--- src/rtl/dds_src_pkg.sv ---
package dds_src_pkg;
  localparam logic [1:0] DEST_FREQ  = 2'b00;
  localparam logic [1:0] DEST_PHASE = 2'b01;
  localparam logic [1:0] DEST_AMPL  = 2'b10;
  localparam logic [1:0] DEST_POLAR = 2'b11;

  typedef enum logic [2:0] {
    SRC_NONE    = 3'd0,
    SRC_PROFILE = 3'd1,
    SRC_REG     = 3'd2,
    SRC_RAM     = 3'd3,
    SRC_RAMP    = 3'd4,
    SRC_PAR     = 3'd5,
    SRC_POLAR   = 3'd6,
    SRC_KEYER   = 3'd7
  } src_e;
endpackage

--- src/rtl/dds_freq_pick.sv ---
module dds_freq_pick
  import dds_src_pkg::*;
#(
  parameter int FW = 32,
  parameter int PW = 16
) (
  input  logic          ram_en,
  input  logic [1:0]    ram_dest,
  input  logic [FW-1:0] ram_data,
  input  logic          ramp_en,
  input  logic [1:0]    ramp_dest,
  input  logic [FW-1:0] ramp_data,
  input  logic          par_en,
  input  logic [1:0]    par_dest,
  input  logic [PW-1:0] par_data,
  input  logic [FW-1:0] ftw_reg,
  input  logic [FW-1:0] prof_ftw,
  output logic [FW-1:0] word,
  output src_e          src
);
  localparam int PAD = FW - PW;
  logic [FW-1:0] par_sum;

  assign par_sum = ftw_reg + {{PAD{1'b0}}, par_data};

  always_comb begin
    word = prof_ftw;
    src  = SRC_PROFILE;
    if (ram_en && ram_dest == DEST_FREQ) begin
      word = ram_data;
      src  = SRC_RAM;
    end else if (ramp_en && ramp_dest == DEST_FREQ) begin
      word = ramp_data;
      src  = SRC_RAMP;
    end else if (par_en && par_dest == DEST_FREQ) begin
      word = par_sum;
      src  = SRC_PAR;
    end else if (ram_en) begin
      word = ftw_reg;
      src  = SRC_REG;
    end
  end
endmodule

--- src/rtl/dds_phase_pick.sv ---
module dds_phase_pick
  import dds_src_pkg::*;
#(
  parameter int FW  = 32,
  parameter int PW  = 16,
  parameter int PHW = 16
) (
  input  logic           ram_en,
  input  logic [1:0]     ram_dest,
  input  logic [FW-1:0]  ram_data,
  input  logic           ramp_en,
  input  logic [1:0]     ramp_dest,
  input  logic [FW-1:0]  ramp_data,
  input  logic           par_en,
  input  logic [1:0]     par_dest,
  input  logic [PW-1:0]  par_data,
  input  logic [PHW-1:0] pow_reg,
  input  logic [PHW-1:0] prof_pow,
  output logic [PHW-1:0] word,
  output src_e           src
);
  localparam int HALF = PW / 2;
  localparam int KEEP = PHW - HALF;

  always_comb begin
    word = prof_pow;
    src  = SRC_PROFILE;
    if (ram_en && (ram_dest == DEST_PHASE || ram_dest == DEST_POLAR)) begin
      word = ram_data[FW-1 -: PHW];
      src  = SRC_RAM;
    end else if (ramp_en && ramp_dest == DEST_PHASE) begin
      word = ramp_data[FW-1 -: PHW];
      src  = SRC_RAMP;
    end else if (par_en && par_dest == DEST_PHASE) begin
      word = par_data;
      src  = SRC_PAR;
    end else if (par_en && par_dest == DEST_POLAR) begin
      word = {par_data[PW-1 -: HALF], pow_reg[KEEP-1:0]};
      src  = SRC_POLAR;
    end else if (ram_en) begin
      word = pow_reg;
      src  = SRC_REG;
    end
  end
endmodule

--- src/rtl/dds_amp_pick.sv ---
module dds_amp_pick
  import dds_src_pkg::*;
#(
  parameter int FW = 32,
  parameter int PW = 16,
  parameter int AW = 14
) (
  input  logic          ram_en,
  input  logic [1:0]    ram_dest,
  input  logic [FW-1:0] ram_data,
  input  logic          ramp_en,
  input  logic [1:0]    ramp_dest,
  input  logic [FW-1:0] ramp_data,
  input  logic          par_en,
  input  logic [1:0]    par_dest,
  input  logic [PW-1:0] par_data,
  input  logic          key_en,
  input  logic          key_auto,
  input  logic [AW-1:0] key_amp,
  input  logic [AW-1:0] asf_reg,
  input  logic [AW-1:0] prof_asf,
  input  logic          prof_scale_en,
  output logic [AW-1:0] word,
  output src_e          src
);
  localparam int HALF = PW / 2;
  localparam int KEEP = AW - HALF;

  always_comb begin
    word = '0;
    src  = SRC_NONE;
    if (key_en && key_auto) begin
      word = key_amp;
      src  = SRC_KEYER;
    end else if (key_en) begin
      word = asf_reg;
      src  = SRC_REG;
    end else if (ram_en && (ram_dest == DEST_AMPL || ram_dest == DEST_POLAR)) begin
      word = ram_data[FW-1 -: AW];
      src  = SRC_RAM;
    end else if (ramp_en && ramp_dest == DEST_AMPL) begin
      word = ramp_data[FW-1 -: AW];
      src  = SRC_RAMP;
    end else if (par_en && par_dest == DEST_AMPL) begin
      word = par_data[PW-1 -: AW];
      src  = SRC_PAR;
    end else if (par_en && par_dest == DEST_POLAR) begin
      word = {par_data[HALF-1:0], asf_reg[KEEP-1:0]};
      src  = SRC_POLAR;
    end else if (prof_scale_en) begin
      word = prof_asf;
      src  = SRC_PROFILE;
    end
  end
endmodule

--- src/rtl/dds_src_prio.sv ---
module dds_src_prio
  import dds_src_pkg::*;
#(
  parameter int FW  = 32,
  parameter int PW  = 16,
  parameter int PHW = 16,
  parameter int AW  = 14
) (
  input  logic           clk,
  input  logic           rst_n,
  input  logic           ram_en,
  input  logic [1:0]     ram_dest,
  input  logic [FW-1:0]  ram_data,
  input  logic           ramp_en,
  input  logic [1:0]     ramp_dest,
  input  logic [FW-1:0]  ramp_data,
  input  logic           par_en,
  input  logic [1:0]     par_dest,
  input  logic [PW-1:0]  par_data,
  input  logic           key_en,
  input  logic           key_auto,
  input  logic [AW-1:0]  key_amp,
  input  logic [FW-1:0]  ftw_reg,
  input  logic [PHW-1:0] pow_reg,
  input  logic [AW-1:0]  asf_reg,
  input  logic [FW-1:0]  prof_ftw,
  input  logic [PHW-1:0] prof_pow,
  input  logic [AW-1:0]  prof_asf,
  input  logic           prof_scale_en,
  output logic [FW-1:0]  freq_word,
  output logic [PHW-1:0] phase_word,
  output logic [AW-1:0]  amp_word,
  output logic           amp_scale_en,
  output logic [2:0]     freq_src,
  output logic [2:0]     phase_src,
  output logic [2:0]     amp_src
);
  localparam int BUS_W = FW + PHW + AW + 1 + 9;

  logic [FW-1:0]  f_nxt;
  logic [PHW-1:0] p_nxt;
  logic [AW-1:0]  a_nxt;
  src_e           fs_nxt, ps_nxt, as_nxt;
  logic           sc_nxt;
  logic [BUS_W-1:0] nxt_bus, cur_bus;
  logic           upd_en;
  logic           armed_q;

  dds_freq_pick #(.FW(FW), .PW(PW)) u_freq (
    .ram_en(ram_en), .ram_dest(ram_dest), .ram_data(ram_data),
    .ramp_en(ramp_en), .ramp_dest(ramp_dest), .ramp_data(ramp_data),
    .par_en(par_en), .par_dest(par_dest), .par_data(par_data),
    .ftw_reg(ftw_reg), .prof_ftw(prof_ftw),
    .word(f_nxt), .src(fs_nxt)
  );

  dds_phase_pick #(.FW(FW), .PW(PW), .PHW(PHW)) u_phase (
    .ram_en(ram_en), .ram_dest(ram_dest), .ram_data(ram_data),
    .ramp_en(ramp_en), .ramp_dest(ramp_dest), .ramp_data(ramp_data),
    .par_en(par_en), .par_dest(par_dest), .par_data(par_data),
    .pow_reg(pow_reg), .prof_pow(prof_pow),
    .word(p_nxt), .src(ps_nxt)
  );

  dds_amp_pick #(.FW(FW), .PW(PW), .AW(AW)) u_amp (
    .ram_en(ram_en), .ram_dest(ram_dest), .ram_data(ram_data),
    .ramp_en(ramp_en), .ramp_dest(ramp_dest), .ramp_data(ramp_data),
    .par_en(par_en), .par_dest(par_dest), .par_data(par_data),
    .key_en(key_en), .key_auto(key_auto), .key_amp(key_amp),
    .asf_reg(asf_reg), .prof_asf(prof_asf), .prof_scale_en(prof_scale_en),
    .word(a_nxt), .src(as_nxt)
  );

  // next-state: scaling is active unless the amplitude chain fell through
  always_comb begin
    sc_nxt  = (as_nxt != SRC_NONE);
    nxt_bus = {f_nxt, p_nxt, a_nxt, sc_nxt, fs_nxt, ps_nxt, as_nxt};
    cur_bus = {freq_word, phase_word, amp_word, amp_scale_en,
               freq_src, phase_src, amp_src};
    upd_en  = (nxt_bus != cur_bus);
  end

  // register process with explicit clock enable
  always_ff @(posedge clk or negedge rst_n) begin
    if (!rst_n) begin
      freq_word    <= '0;
      phase_word   <= '0;
      amp_word     <= '0;
      amp_scale_en <= 1'b0;
      freq_src     <= 3'd0;
      phase_src    <= 3'd0;
      amp_src      <= 3'd0;
    end else if (upd_en) begin
      freq_word    <= f_nxt;
      phase_word   <= p_nxt;
      amp_word     <= a_nxt;
      amp_scale_en <= sc_nxt;
      freq_src     <= fs_nxt;
      phase_src    <= ps_nxt;
      amp_src      <= as_nxt;
    end
  end

  always_ff @(posedge clk or negedge rst_n) begin
    if (!rst_n) armed_q <= 1'b0;
    else        armed_q <= 1'b1;
  end

  // RAM aimed at frequency always wins the frequency word
  a_r1_ram_freq_wins: assert property (@(posedge clk) disable iff (!rst_n)
    armed_q && $past(ram_en && ram_dest == DEST_FREQ)
    |-> (freq_src == SRC_RAM) && (freq_word == $past(ram_data)));

  // automatic keyer overrides every other amplitude source
  a_r5_keyer_auto_wins: assert property (@(posedge clk) disable iff (!rst_n)
    armed_q && $past(key_en && key_auto)
    |-> (amp_src == SRC_KEYER) && (amp_word == $past(key_amp)) && amp_scale_en);

  // scaling off means a zero amplitude with no winning source
  a_r6_scale_off_zero: assert property (@(posedge clk) disable iff (!rst_n)
    !amp_scale_en |-> (amp_word == '0) && (amp_src == 3'd0));

  // ramp with the polar code alone claims nothing
  a_r7_ramp_polar_idle: assert property (@(posedge clk) disable iff (!rst_n)
    armed_q && $past(ramp_en && ramp_dest == DEST_POLAR && !ram_en && !par_en && !key_en)
    |-> (freq_src == SRC_PROFILE) && (phase_src == SRC_PROFILE)
        && (amp_src != SRC_RAMP));

  // outputs hold when the previous-edge inputs were unchanged
  a_r9_hold_when_stable: assert property (@(posedge clk) disable iff (!rst_n)
    armed_q && $past(armed_q) && $stable(freq_word) && $past(ram_en && ram_dest == DEST_FREQ)
    && $stable(ram_data) |-> $stable(freq_src));
endmodule

--- config.mk ---
export PLATFORM = sky130hd
export DESIGN_NAME = dds_src_prio
export DESIGN_NICKNAME = d
export VERILOG_FILES = /design/src/rtl/dds_src_pkg.sv /design/src/rtl/dds_freq_pick.sv /design/src/rtl/dds_phase_pick.sv /design/src/rtl/dds_amp_pick.sv /design/src/rtl/dds_src_prio.sv
export SDC_FILE = /design/constraint.sdc
export NUM_CORES = 1
export LEC_CHECK = 0
export BUFFER_PORTS_ARGS = -buffer_cell sky130_fd_sc_hd__buf_2
export CORE_AREA = 2 2 118 120
export CTS_CLUSTER_DIAMETER = 100
export DETAILED_ROUTE_END_ITERATION = 10
export DIE_AREA = 0 0 120 122
export PLACE_DENSITY_LB_ADDON = 0.12
export SETUP_SLACK_MARGIN = 0.3
export SYNTH_ARGS = -nofsm -noshare
export SYNTH_HDL_FRONTEND = slang
export SYNTH_SLANG_ARGS = --single-unit
--- constraint.sdc ---
create_clock -name clk -period 0.8 [get_ports clk]
set_clock_uncertainty 0.2 [all_clocks]
set_input_delay 0.12 -clock clk [delete_from_list [all_inputs] [get_ports clk]]
set_output_delay 0.12 -clock clk [all_outputs]
set_load 0.01 [all_outputs]
==> results.yml <==
run_status:
  status: "finished, violations left"
  failed_checks: "negative hold slack, negative setup slack"
worst_setup_path:
  crit_arrival_ns: 2.27
  cpLargestDelayFamily: "compound AO/OA/AOI/OAI gates"
  worstSetupStartpointType: "input port"
  path_buf_inv: 1
  crit_end: "freq_word[20]"
  end_kind: "register"
  crit_required_ns: 0.82
  worstSetupPathType: "input port to register"
  crit_fanout: 3
  cp.depth: 11
  slowest_delay_ns: 0.36
  crit_path_start: "ftw_reg[0]"
  slowest_stage: "a221oi_4"
  cp_cell_sequence: "buf_8 > ha_4 > fa_2 > a21o_4 > a221oi_4 > o21ai_4 > a31oi_4 > o21ai_2 > nand4_1 > a221oi_1 > a221o_1"
floorplan:
  pin_count: 304
  initial_core_util: 0.4140
  rows: 43
  die_height_um: 122
  coreArea_um2: 13500
  die-area_um2: 14640
  dieWidth_um: 120
pwr:
  pwr-share-clk: 0.292
  irDropWorstVdd_uv: 916.3
  power_density_nw_per_um2: 1356
  switching_share: 0.3279
  p_switching_mw: 4.902
  p_leak_nw: 5.210
  p_int_mw: 10.05
  p_seq_frac: 0.281
  combPwrFrac: 0.426
route:
  drc_errors: 0
  wl_met2_um: 14620
  wl_met1_um: 10880
  drt-initial-drc-count: 623
  wl_met3_um: 2542
  drtAntennaViolNets: 0
  vias: 7885
  vias_per_cell: 5.781
  drt-total-wl_um: 29750
  top_layer: "met4"
  wl_per_cell_um: 21.81
  first_pass_iters: 6
synth:
  netlist_instances: 686
  synthDistinctLibCells: 56
  synth-adder-area-share: 0.03939
  async_flop_share: 1.000
  yosys_register_bits: 72
  synth_top_area_cell: "dfrtp_1"
  yosysWarnings: 0
  synth.mux.area_fraction: 0.1168
  synth_top_family_by_area: "compound AO/OA/AOI/OAI gates"
  synth_nets: 935
  seq_area_frac_synth: 0.3223
  synth_compound_area_frac: 0.3066
  netlist_area_um2: 5590
  synth_top_area_share: 0.3223
  synthFlopType: "dfrtp_1"
  synthSimpleGateAreaFrac: 0.1466
  synth_xor_area_frac: 0.02507
  postSynthAreaPerCell_um2: 8.149
  synth_edf_count: 0
  synth_area_leaders: "dfrtp_1 32%, mux2i_1 11%, a21oi_1 7.2%"
finish:
  syn_to_final_growth_pct: 97.20
  fill_cells: 858
  stdcell_area_um2: 11020
  layout.nets: 1429
  multi_input_area_um2: 4574
  drive_above_1_share: 0.5917
  regArea_um2: 1802
grt:
  overflow: 0
  antenna_found_initial: 1
  grt_pass1_vias: 7561
  grt.total_usage: 0.3762
  grt_pass1_wl_um: 41540
  grt_max_degree: 33
place:
  place_hpwl_um: 20800
  gp_congestion: 0.9818
  placed_area_um2: 8921
  io_buffers: 303
timing:
  period_minus_slack_ns: 2.249
  rsz0062_at_grt: "true"
  worst_pin_slew_ns: 0.6397
  setup_violations: 144
  finalSetupTns_ns: -82.17
  maxSlewHeadroom: 0.5731
  worst_slack_ns: -1.449
  whs_ns: -0.4167
  finalCritPeriodShare: 2.811
  finalHoldViolations: 137
  fmax_ghz: 0.4446
  slew_violations: 0
clocking:
  cts_tree: "done"
  clkTransAtPathRegs_ns: 0.06
  clock_sinks: 72
  clockRootBuffer: "clkbuf_16"
  cts_buffers: 9
  clockBufferDepth: 2
  cts_max_level: 3
job:
  maxCapViolCount: 0
worst_hold_path:
  hp-class: "input port to asynchronous set/reset pin"
## flip-flops by register name (all words and copies together) (netlist names)
name	cells
amp_word	14
freq_word	32
phase_src	3
freq_src	3
amp_src	3
phase_word	16
amp_scale_en	1
## power groups by stage
stage	clock (mW)	combinational [mW]	sequential, mW
6_report	4.37	6.38	4.20
5_1_grt	4.59	6.74	4.23
4_1_cts	4.40	5.78	4.19
3_5_place_dp	0	4.91	4.25
3_3_place_gp	0	4.87	4.24
2_1_floorplan	0	2.24	4.46
## cell families after synthesis
family	count (synthesis)
compound gates	273
simple gates	182
flops	72
mux	65
buf+inv	61
fa+ha+maj	17
xor+xnor	16
## through the flow
step | total power [mW] | util | cells | worst slack, ns | hold WS, ns
after floorplan | 6.703 | - | 686 | -1.633 | -0.3756
after global placement | 9.112 | 0.6606 | 1290 | -1.915 | -0.05250
after detailed placement | 9.160 | 0.6606 | 1290 | -1.928 | -0.05377
after CTS | 14.37 | 0.7762 | 1345 | -1.394 | -0.4200
after global routing | 15.56 | 0.8164 | 1364 | -1.546 | -0.4028
final | 14.95 | 0.8164 | 1364 | -1.449 | -0.4167
## Yosys cell counts, types with 2 or more instances
cell       n
a211oi_1  40
a21o_1     9
a21oi_1   80
a221o_1    3
a221oi_1   2
a22oi_1   12
a31oi_1    7
a41o_1     2
and2_1     6
and3_1     4
and3b_1    2
and4_1     3
buf_1      5
buf_2      4
clkbuf_1  45
dfrtp_1   72
ha_1      16
inv_1      6
mux2_2     2
mux2i_1   63
nand2_1   56
nand2b_1   2
nand3_1   21
nand3b_1   3
nand4_1    7
nor2_1    69
nor3_1     2
o211ai_1  21
o21a_1     3
o21ai_0   65
o21ai_1    2
o21ai_2    2
o21bai_1   3
o22ai_1    5
o31ai_1    6
or2_2      2
xnor2_1    9
xor2_1     7
## cell usage in the layout (no fill, tap or decap), types with 12 or more instances in the layout
cell type | Yosys | layout
nor2_1 | 69 | 55
a22oi_1 | 12 | 12
nand3_1 | 21 | 18
a211oi_2 | 0 | 24
buf_8 | 0 | 15
o21ai_1 | 2 | 42
dfrtp_1 | 72 | 72
a21oi_2 | 0 | 18
buf_12 | 0 | 22
mux2i_1 | 63 | 48
buf_6 | 1 | 60
buf_2 | 4 | 277
a211oi_4 | 0 | 12
a21oi_1 | 80 | 59
mux2i_4 | 0 | 12
o21ai_0 | 65 | 12
o21ai_2 | 2 | 13
nand2_1 | 56 | 48
buf_4 | 0 | 155
o211ai_1 | 21 | 21
## cell type report
cell class                      instances  share of cell area
Timing Repair Buffer                  536              0.3709
Inverter                                6            0.002043
Clock inverter                          4            0.006356
Antenna cell                            1           0.0002270
Clock buffer                           10             0.02168
Multi-Input combinational cell        555              0.4149
Sequential cell                        72              0.1634
Tap cell                              180             0.02043
## layer usage
layer  global-route usage  up-vias
met2               0.6488      502
met5                    0        -
met3              0.07678      123
li1                     -     3539
met4               0.1846        0
met1               0.4470     3721
## what timing repair did
| item | CTS | global route |
|---|---|---|
| pin swaps | 93 | 51 |
| buffers inserted | 31 | 16 |
| gates resized for setup | 191 | 68 |
| setup endpoints to repair | 144 | 144 |
| gates cloned | 10 | 2 |
| endpoints found under the hold margin | 139 | 137 |
## worst min path at each step
stage                     startpoint            to  slack (ns)
after floorplan                rst_n  amp_scale_en       -0.38
after global placement         rst_n    amp_src[1]       -0.05
after detailed placement       rst_n    amp_src[1]       -0.05
after CTS                      rst_n    amp_src[1]       -0.42
after global routing           rst_n  phase_src[1]       -0.40
final                          rst_n  phase_src[1]       -0.42
No activity file was read; power rests on OpenSTA's default activity.
